`src/rtl/nrzi_rx_pkg.sv`:
```
package nrzi_rx_pkg;

    typedef enum logic [1:0] {
        ST_HUNT    = 2'd0,
        ST_HEADER  = 2'd1,
        ST_PAYLOAD = 2'd2
    } rx_state_e;

endpackage

```
`src/rtl/rx_destuff.sv`:
```
module rx_destuff #(
    parameter int RUN_LEN = 6
) (
    input  logic clk,
    input  logic rst,
    input  logic in_vld,
    input  logic in_bit,
    output logic out_vld,
    output logic out_bit,
    output logic stuff_err
);
    localparam int CW = $clog2(RUN_LEN + 1);

    logic [CW-1:0] zrun;
    logic          at_limit;

    always_comb begin
        at_limit  = (zrun == CW'(RUN_LEN));
        out_vld   = in_vld && !at_limit;
        out_bit   = in_bit;
        stuff_err = in_vld && at_limit && !in_bit;
    end

    always_ff @(posedge clk) begin
        if (rst) begin
            zrun <= '0;
        end else if (in_vld) begin
            if (at_limit || in_bit) begin
                zrun <= '0;
            end else begin
                zrun <= zrun + 1'b1;
            end
        end
    end


    zrun_bound_chk: assert property (@(posedge clk) disable iff (rst)
        zrun <= CW'(RUN_LEN));


    err_clears_run_chk: assert property (@(posedge clk) disable iff (rst)
        stuff_err |=> (zrun == '0));

endmodule

```
`src/rtl/rx_word_asm.sv`:
```
module rx_word_asm #(
    parameter int WORD_W = 16
) (
    input  logic              clk,
    input  logic              rst,
    input  logic              clr,
    input  logic              en,
    input  logic              bit_in,
    output logic              word_done,
    output logic [WORD_W-1:0] word
);
    localparam int BCW = $clog2(WORD_W);

    logic [BCW-1:0]    cnt;
    logic [WORD_W-1:0] sh;

    always_comb begin
        word      = {sh[WORD_W-2:0], bit_in};
        word_done = en && !clr && (cnt == BCW'(WORD_W - 1));
    end

    always_ff @(posedge clk) begin
        if (rst || clr) begin
            cnt <= '0;
            sh  <= '0;
        end else if (en) begin
            sh  <= word;
            cnt <= (cnt == BCW'(WORD_W - 1)) ? '0 : cnt + 1'b1;
        end
    end


    wrap_after_word_chk: assert property (@(posedge clk) disable iff (rst)
        word_done |=> (cnt == '0));

endmodule

```
`src/rtl/rx_frame_ctl.sv`:
```
module rx_frame_ctl
    import nrzi_rx_pkg::*;
#(
    parameter int WORD_W   = 16,
    parameter int TYPE_W   = 4,
    parameter int LEN_W    = 10,
    parameter int SYNC_LEN = 3
) (
    input  logic              clk,
    input  logic              rst,
    input  logic              bit_vld,
    input  logic              bit_val,
    input  logic              stuff_err,
    input  logic              word_done,
    input  logic [WORD_W-1:0] word,
    output logic              asm_clr,
    output logic              hdr_vld,
    output logic [TYPE_W-1:0] hdr_type,
    output logic [LEN_W-1:0]  hdr_len,
    output logic              pay_vld,
    output logic [WORD_W-1:0] pay_data,
    output logic              pay_last,
    output logic              err_stuff,
    output logic              err_abort
);
    localparam int OCW = $clog2(SYNC_LEN + 1);

    rx_state_e         state, nxt;
    logic [OCW-1:0]    ones_cnt;
    logic [LEN_W-1:0]  words_left;
    logic [LEN_W-1:0]  len_field;
    logic [TYPE_W-1:0] type_field;
    logic              sync_hit;
    logic              final_word;

    always_comb begin
        len_field  = word[LEN_W-1:0];
        type_field = word[WORD_W-1 -: TYPE_W];
        sync_hit   = bit_vld && bit_val && (ones_cnt == OCW'(SYNC_LEN - 1));
        final_word = (words_left == LEN_W'(1));
        asm_clr    = (state == ST_HUNT);
    end

    // next-state logic
    always_comb begin
        nxt = state;
        if (stuff_err) begin
            nxt = ST_HUNT;
        end else begin
            unique case (state)
                ST_HUNT: begin
                    if (sync_hit) nxt = ST_HEADER;
                end
                ST_HEADER: begin
                    if (word_done) nxt = (len_field == '0) ? ST_HUNT : ST_PAYLOAD;
                end
                ST_PAYLOAD: begin
                    if (word_done && final_word) nxt = ST_HUNT;
                end
                default: nxt = ST_HUNT;
            endcase
        end
    end

    // state register
    always_ff @(posedge clk) begin
        if (rst) state <= ST_HUNT;
        else     state <= nxt;
    end

    // outputs and counters
    always_ff @(posedge clk) begin
        if (rst) begin
            ones_cnt   <= '0;
            words_left <= '0;
            hdr_vld    <= 1'b0;
            hdr_type   <= '0;
            hdr_len    <= '0;
            pay_vld    <= 1'b0;
            pay_data   <= '0;
            pay_last   <= 1'b0;
            err_stuff  <= 1'b0;
            err_abort  <= 1'b0;
        end else begin
            hdr_vld   <= 1'b0;
            pay_vld   <= 1'b0;
            pay_last  <= 1'b0;
            err_stuff <= stuff_err;
            err_abort <= stuff_err && (state != ST_HUNT);
            if (stuff_err) begin
                ones_cnt <= '0;
            end else begin
                unique case (state)
                    ST_HUNT: begin
                        if (bit_vld) begin
                            if (!bit_val || sync_hit) ones_cnt <= '0;
                            else                      ones_cnt <= ones_cnt + 1'b1;
                        end
                    end
                    ST_HEADER: begin
                        ones_cnt <= '0;
                        if (word_done) begin
                            hdr_vld    <= 1'b1;
                            hdr_type   <= type_field;
                            hdr_len    <= len_field;
                            words_left <= len_field;
                        end
                    end
                    ST_PAYLOAD: begin
                        ones_cnt <= '0;
                        if (word_done) begin
                            pay_vld    <= 1'b1;
                            pay_data   <= word;
                            pay_last   <= final_word;
                            words_left <= words_left - 1'b1;
                        end
                    end
                    default: ones_cnt <= '0;
                endcase
            end
        end
    end


    last_with_word_chk: assert property (@(posedge clk) disable iff (rst)
        pay_last |-> pay_vld);


    hunt_after_last_chk: assert property (@(posedge clk) disable iff (rst)
        pay_last |-> (state == ST_HUNT));


    word_from_payload_chk: assert property (@(posedge clk) disable iff (rst)
        pay_vld |-> ($past(state) == ST_PAYLOAD));


    abort_needs_stuff_chk: assert property (@(posedge clk) disable iff (rst)
        err_abort |-> err_stuff);


    hdr_pay_excl_chk: assert property (@(posedge clk) disable iff (rst)
        !(hdr_vld && pay_vld));

endmodule

```
`src/rtl/nrzi_frame_rx.sv`:
```
module nrzi_frame_rx #(
    parameter int WORD_W   = 16,
    parameter int TYPE_W   = 4,
    parameter int LEN_W    = 10,
    parameter int SYNC_LEN = 3,
    parameter int RUN_LEN  = 6
) (
    input  logic              clk,
    input  logic              rst,
    input  logic              bit_vld,
    input  logic              bit_in,
    output logic              hdr_vld,
    output logic [TYPE_W-1:0] hdr_type,
    output logic [LEN_W-1:0]  hdr_len,
    output logic              pay_vld,
    output logic [WORD_W-1:0] pay_data,
    output logic              pay_last,
    output logic              err_stuff,
    output logic              err_abort
);
    logic              clean_vld;
    logic              clean_bit;
    logic              stuff_err;
    logic              asm_clr;
    logic              word_done;
    logic [WORD_W-1:0] word;

    rx_destuff #(.RUN_LEN(RUN_LEN)) u_destuff (
        .clk       (clk),
        .rst       (rst),
        .in_vld    (bit_vld),
        .in_bit    (bit_in),
        .out_vld   (clean_vld),
        .out_bit   (clean_bit),
        .stuff_err (stuff_err)
    );

    rx_word_asm #(.WORD_W(WORD_W)) u_asm (
        .clk       (clk),
        .rst       (rst),
        .clr       (asm_clr),
        .en        (clean_vld),
        .bit_in    (clean_bit),
        .word_done (word_done),
        .word      (word)
    );

    rx_frame_ctl #(
        .WORD_W   (WORD_W),
        .TYPE_W   (TYPE_W),
        .LEN_W    (LEN_W),
        .SYNC_LEN (SYNC_LEN)
    ) u_ctl (
        .clk       (clk),
        .rst       (rst),
        .bit_vld   (clean_vld),
        .bit_val   (clean_bit),
        .stuff_err (stuff_err),
        .word_done (word_done),
        .word      (word),
        .asm_clr   (asm_clr),
        .hdr_vld   (hdr_vld),
        .hdr_type  (hdr_type),
        .hdr_len   (hdr_len),
        .pay_vld   (pay_vld),
        .pay_data  (pay_data),
        .pay_last  (pay_last),
        .err_stuff (err_stuff),
        .err_abort (err_abort)
    );

endmodule

```
`config.mk`:
```
export PLATFORM = sky130hd
export DESIGN_NAME = nrzi_frame_rx
export DESIGN_NICKNAME = d
export VERILOG_FILES = /design/src/rtl/nrzi_rx_pkg.sv /design/src/rtl/rx_destuff.sv /design/src/rtl/rx_word_asm.sv /design/src/rtl/rx_frame_ctl.sv /design/src/rtl/nrzi_frame_rx.sv
export SDC_FILE = /design/constraint.sdc
export NUM_CORES = 1
export LEC_CHECK = 0
export ABC_CLOCK_PERIOD_IN_PS = 2870
export BUFFER_PORTS_ARGS = -buffer_cell sky130_fd_sc_hd__buf_2
export CAP_MARGIN = 20
export CORE_MARGIN = 4
export CORE_UTILIZATION = 51
export DETAILED_ROUTE_END_ITERATION = 6
export PLACE_DENSITY = 0.74
export SYNTH_ARGS = -nofsm -noshare
export SYNTH_HDL_FRONTEND = slang
export SYNTH_HIERARCHICAL = 1
export SYNTH_SLANG_ARGS = --single-unit
```
`constraint.sdc`:
```
create_clock -name clk -period 2.87 [get_ports clk]
set_input_delay 0.287 -clock clk [delete_from_list [all_inputs] [get_ports clk]]
set_output_delay 0.287 -clock clk [all_outputs]
set_load 0.005 [all_outputs]
```
==> impl_metrics.toml, run 1 <==
[detailed_routing]
ant_nets = 0
drcViolationCount = 0
vias_per_cell = 5.52
routedWlPerCell_um = 14.1
first_pass_iters = 4
vias = 2543
drt-total-wl_um = 6520
drt_iter0_drc = 187

[timing]
fin_skew_ns = 0.00904
final-hold-violation-count = 0
rsz0062_at_grt = "false"
layout_worst_path_cycle_share = 0.852
slew_viol_final = 0
fin_setup_tns_ns = 0
worstMarginPinSlew_ns = 0.846
final.setup.worst_slack_ns = 0.425
max_slew_margin = 0.431
fmax_ghz = 0.409
finalCriticalPeriod_ns = 2.44
setup_viol_count_final = 0

[floorplanning]
ios = 39
initial_core_util = 0.539
die-area_um2 = 7260
core_um2 = 5640
die_x_um = 85.2
std_cell_rows = 27
dieHeight_um = 85.2

[pwr]
vdd_drop_max_mv = 0.322
power_density_nw_per_um2 = 517
power.net_switching_uw = 409
p_leak_nw = 1.29
comb_power_share = 0.025
p_int_mw = 1.34
clkPwrFrac = 0.410
seqPwrFrac = 0.565
p_sw_frac = 0.234

[global_route]
grt_pass1_wl_um = 11300
grt_util_all_layers = 0.192
grtUsageMet1 = 0.240
grtUsageMet2 = 0.313
grt.busiest_layer = "met2"
grt_antenna_before_repair = 0
grt_pass1_vias = 2461
overflow = 0
grt_start_max_net_pins = 27
gr-usage-met3 = 0.0476

[placement]
dp_hpwl_um = 4530
gp_congestion = 0.868
placed_area_um2 = 3200
io_buffers = 38
preCtsSetupSlack_ns = 0.500

[clock_tree]
htreeDepth = 3
cts.repair.resized = 0
cts_hold_buf = 0
cts_sinks = 71
clock_path_buffers = 2
cts_root_buf = "clkbuf_8"
tritoncts = "yes"
clk_pin_slew_ns = 0.07
postCtsSetupBuffers = 0
cts_buffers = 9
insertion_delay_ns = 0.34

[logic_synthesis]
syn_inst = 353
synth.net_count = 363
yosysWarnings = 6
synth_seq_area_share = 0.467
avgSynthCellArea_um2 = 8.62
synth-seq-cells = 71
ys_types = 49
synth_area_um2 = 3040

[final_layout]
finalNetCount = 394
drive_gt1_frac = 0.172
area_growth_pct = 11.3
fin_area_um2 = 3390
insertedDiodeCount = 0
nFillCells = 509

[worst_setup_path]
crit_fanout = 15
critPathKind = "register to register"
cp.required_ns = 3.09
worstSetupStartpointType = "register"
arrival_ns = 2.67
critPathCaptureType = "register"

[flow_run]
maxCapViolations = 0

[outcome]
status = "complete, no violations"

[min_path]
hp-class = "input pin to register"
[path summary, 6_finish.rpt]
| check | cells after the start | slack (ns) | to | from |
|---|---|---|---|---|
| worst max-delay path | 9 | 0.43 | u_ctl/words_left[9]$_SDFFE_PP0P_ | u_destuff/zrun[0]$_SDFFE_PP0P_ |
| worst min-delay path | 3 | 0.26 | u_destuff/zrun[0]$_SDFFE_PP0P_ | bit_vld |
| worst max register to register | 9 | 0.43 | u_ctl/words_left[9]$_SDFFE_PP0P_ | u_destuff/zrun[0]$_SDFFE_PP0P_ |
| worst min register to register | 2 | 0.46 | u_ctl/hdr_type[2]$_SDFFE_PP0P_ | u_ctl/hdr_type[2]$_SDFFE_PP0P_ |
[worst max-delay path: stages (launching register included)]
cell	delay (ns)
dfxtp_1	0.36
inv_1	0.07
ha_1	0.25
a21boi_2	0.16
nand4_1	0.09
nor2_1	0.32
nor2b_1	0.36
nand2_1	0.41
nand3_1	0.22
a31oi_1	0.10
[per-stage QoR]
| stage | hold slack [ns] | utilization | total power, mW | cells |
|---|---|---|---|---|
| after global routing | 0.276 | 0.600 | 1.82 | 461 |
| after global placement | 0.439 | 0.568 | 1.06 | 445 |
| final | 0.265 | 0.600 | 1.75 | 461 |
| after floorplan | 0.356 | - | 1.05 | 353 |
| after CTS | 0.250 | 0.600 | 1.77 | 461 |
| after detailed placement | 0.447 | 0.568 | 1.06 | 445 |
[cell usage in the layout, fill, tap and decap left out, types with 2 or more instances in the layout]
cell / n
nand2_1: 74
dfxtp_1: 71
a21oi_1: 48
buf_2: 38
nor2_1: 33
mux2i_1: 19
clkbuf_8: 10
nand2b_1: 10
nand3_1: 8
nand4_1: 6
ha_1: 6
inv_1: 5
nor2b_1: 5
o21ai_0: 5
nor4_1: 4
clkinv_4: 3
buf_4: 3
nor3_1: 3
or4_1: 3
clkinvlp_4: 2
a31oi_1: 2
nor2_2: 2
a21o_1: 2
[cell usage after synthesis, drive strengths merged]
cell,count,area (um^2)
o211ai,2,20.0
or2,1,6.26
a21o,2,15.0
a31oi,2,12.5
nand3,8,40.0
and3,1,6.26
a2bb2oi,1,8.76
or4,3,22.5
and4bb,2,25.0
nand2,74,278
nor4bb,1,10.0
o32ai,1,16.3
or2b,1,7.51
nor3,4,25.0
and4b,1,10.0
xor2,1,8.76
o21ai,6,33.8
a211oi,1,7.51
o31ai,1,7.51
nor4b,1,15.0
mux2i,19,190
a21boi,1,7.51
a41oi,1,8.76
nor2b,5,31.3
nand3b,1,7.51
nor2,35,136
ha,6,75.1
clkbuf,5,18.8
mux2,1,11.3
nand4bb,1,11.3
a21oi,48,240
buf,16,128
dfxtp,71,1420
nand4,6,37.5
o31a,1,8.76
inv,5,18.8
nand2b,10,62.6
a32oi,1,8.76
nor4,4,25.0
and4,1,8.76
o41ai,1,8.76
[power by group through the flow]
stage / logic, mW / registers, mW / clock network (mW)
floorplan: 0.0361 / 1.01 / 0
global placement: 0.0441 / 1.01 / 0
detailed placement: 0.0448 / 1.01 / 0
CTS: 0.0446 / 0.989 / 0.741
global route: 0.0491 / 0.989 / 0.784
finish: 0.0444 / 0.989 / 0.718
[sequential cells by signal (all words and copies together) (netlist names)]
signal	cells
u_ctl/hdr_type	4
u_asm/sh	15
u_ctl/words_left	10
u_ctl/pay_vld	1
u_destuff/zrun	3
u_ctl/ones_cnt	2
u_ctl/err_stuff	1
u_ctl/hdr_vld	1
u_ctl/pay_data	16
u_ctl/pay_last	1
u_ctl/state	2
u_asm/cnt	4
u_ctl/hdr_len	10
u_ctl/err_abort	1
[kinds of logic after synthesis]
| group | count (synthesis) | synth area share |
|---|---|---|
| compound gates | 69 | 0.133 |
| xor+xnor | 1 | 0.00288 |
| fa+ha+maj | 6 | 0.0247 |
| buf+inv | 26 | 0.0543 |
| flops | 71 | 0.467 |
| mux | 20 | 0.0662 |
| simple gates | 160 | 0.252 |
[layout make-up]
| type | instances | area [um^2] | area share |
|---|---|---|---|
| clock inverter | 6 | 46.3 | 0.0137 |
| multi-input combinational | 256 | 1460 | 0.431 |
| tap | 72 | 90.1 | 0.0266 |
| clock buffer | 10 | 138 | 0.0407 |
| inverter | 5 | 18.8 | 0.00554 |
| timing repair buffer | 41 | 213 | 0.0628 |
| sequential | 71 | 1420 | 0.420 |
[routing by layer]
metal | routed length, um | up-vias
met5 | 0 | -
met3 | 328 | 12
met4 | 91 | 0
met1 | 2970 | 1203
li1 | - | 1280
met2 | 3130 | 48
(Power assumes the default switching activity.)
==> run 2: changes to the inputs <==
CORE_UTILIZATION = 40   (was 51)
PLACE_DENSITY = unset   (was 0.74)
==> run 2 against run 1 <==
Effect of this change: sequential power is essentially flat; critical endpoint is now u_ctl/hdr_len[9]$_SDFFE_PP0P_; routed wire length grew 5.0%; global-route usage shrank 3.5 points; cell area grew 0.37%; via count shrank 2.4%; non-clock buffer count is the same; die area grew 25%; clock power shrank 6.8%.
==> impl_metrics.toml, run 2 (same netlist as run 1, synthesis figures left out) <==
[placement]
io_buffers = 38
dp_hpwl_um = 4630
place_inst = 472
gp_congestion = 0.900
preCtsSetupSlack_ns = 0.486

[timing]
rsz0062_at_grt = "false"
fmax_ghz = 0.413
final.setup.worst_slack_ns = 0.450
final-hold-violation-count = 0
fin_skew_ns = 0.00881
hold-worst-slack_ns = 0.266
worstMarginPinSlew_ns = 0.803
fin_setup_tns_ns = 0
max_slew_margin = 0.460
setup_viol_count_final = 0
layout_worst_path_cycle_share = 0.843
finalCriticalPeriod_ns = 2.42
slew_viol_final = 0

[pwr]
seqPwrFrac = 0.581
p_int_mw = 1.31
power_density_nw_per_um2 = 501
power.net_switching_uw = 395
vdd_drop_max_mv = 0.238
comb_power_share = 0.026
p_leak_nw = 1.28
p_sw_frac = 0.232
clkPwrFrac = 0.393

[detailed_routing]
routedWlPerCell_um = 14.1
drt_iter0_drc = 130
drcViolationCount = 0
drt-total-wl_um = 6850
vias_per_cell = 5.10
first_pass_iters = 4
ant_nets = 0
vias = 2482

[floorplanning]
ios = 39
die_x_um = 95.2
std_cell_rows = 31
core_um2 = 7330
die-area_um2 = 9060
dieHeight_um = 95.2
initial_core_util = 0.415

[min_path]
min_path_cells = 3
hp-class = "input pin to register"

[global_route]
overflow = 0
grt_pass1_wl_um = 11100
grt_antenna_before_repair = 0
grt_util_all_layers = 0.157
grt_start_max_net_pins = 28
grt_pass1_vias = 2332

[final_layout]
final_cell_mix = "nand2_1, dfxtp_1, a21oi_1"
area_growth_pct = 11.7
reg.largest.list = "u_ctl/pay_data (16), u_asm/sh (15)"
stdcell_count = 487
largest_reg_flops = 16
nFillCells = 737
insertedDiodeCount = 0
finalNetCount = 394
final_common_cell = "nand2_1"
regMostFlops = "u_ctl/pay_data"
drive_gt1_frac = 0.170

[worst_setup_path]
crit_fanout = 14
cp.required_ns = 3.13
rr_worst_depth = 9
critPathKind = "register to register"
arrival_ns = 2.68
worstSetupStartpointType = "register"
rrSetupSlack_ns = 0.45
critPathCaptureType = "register"

[clock_tree]
cts_sinks = 71
clk_pin_slew_ns = 0.07
postCtsSetupBuffers = 0
cts_root_buf = "clkbuf_8"
cts.repair.resized = 0
cts_hold_buf = 0
clock_path_buffers = 2
insertion_delay_ns = 0.33
cts_buffers = 9
tritoncts = "yes"
htreeDepth = 3

[outcome]
status = "complete, no violations"

[flow_run]
maxCapViolations = 0
## run 2: power by group through the flow
stage	Sequential (mW)	Combinational, mW	Clock, mW
6_report	0.989	0.0448	0.669
4_1_cts	0.989	0.0453	0.694
3_3_place_gp	1.01	0.0449	0
2_1_floorplan	1.01	0.0361	0
5_1_grt	0.989	0.0501	0.735
3_5_place_dp	1.01	0.0450	0
## run 2: worst max-delay path, cell delays in order, from the launching register on
cell	delay, ns
dfxtp_1	0.35
inv_1	0.06
ha_1	0.24
a21boi_2	0.16
nand4_1	0.09
nor2_1	0.35
nand2b_1	0.21
nor2_2	0.53
nand2_1	0.17
a21oi_1	0.18
## run 2: metrics by stage
step / util / cell area (um^2) / power (mW)
4_1_cts: 0.464 / 3400 / 1.73
2_1_floorplan: - / 3040 / 1.05
6_report: 0.464 / 3400 / 1.70
3_5_place_dp: 0.441 / 3240 / 1.06
5_1_grt: 0.464 / 3400 / 1.77
3_3_place_gp: 0.441 / 3240 / 1.06
## run 2: final timing paths
path                                           to                       startpoint
hold / removal     u_destuff/zrun[0]$_SDFFE_PP0P_                          bit_vld
setup reg to reg    u_ctl/hdr_len[9]$_SDFFE_PP0P_   u_destuff/zrun[0]$_SDFFE_PP0P_
setup / recovery    u_ctl/hdr_len[9]$_SDFFE_PP0P_   u_destuff/zrun[0]$_SDFFE_PP0P_
hold reg to reg   u_ctl/pay_data[14]$_SDFFE_PP0P_  u_ctl/pay_data[14]$_SDFFE_PP0P_
## run 2: layout make-up
cell class | instances | area, um^2 | area share
Clock buffer | 9 | 124 | 0.0365
Clock inverter | 6 | 38.8 | 0.0114
Inverter | 5 | 18.8 | 0.00552
Multi-Input combinational cell | 256 | 1460 | 0.429
Sequential cell | 71 | 1420 | 0.418
Tap cell | 99 | 124 | 0.0365
Timing Repair Buffer | 41 | 213 | 0.0626
## run 2: per-layer routing
| metal | vias up | GRT usage | part of all wire | routed length (um) |
|---|---|---|---|---|
| met5 | - | 0 | 0 | 0 |
| met4 | 0 | 0.0769 | 0.012 | 84 |
| met3 | 6 | 0.0300 | 0.040 | 272 |
| met2 | 38 | 0.250 | 0.47 | 3230 |
| met1 | 1159 | 0.203 | 0.48 | 3260 |
| li1 | 1279 | - | - | - |
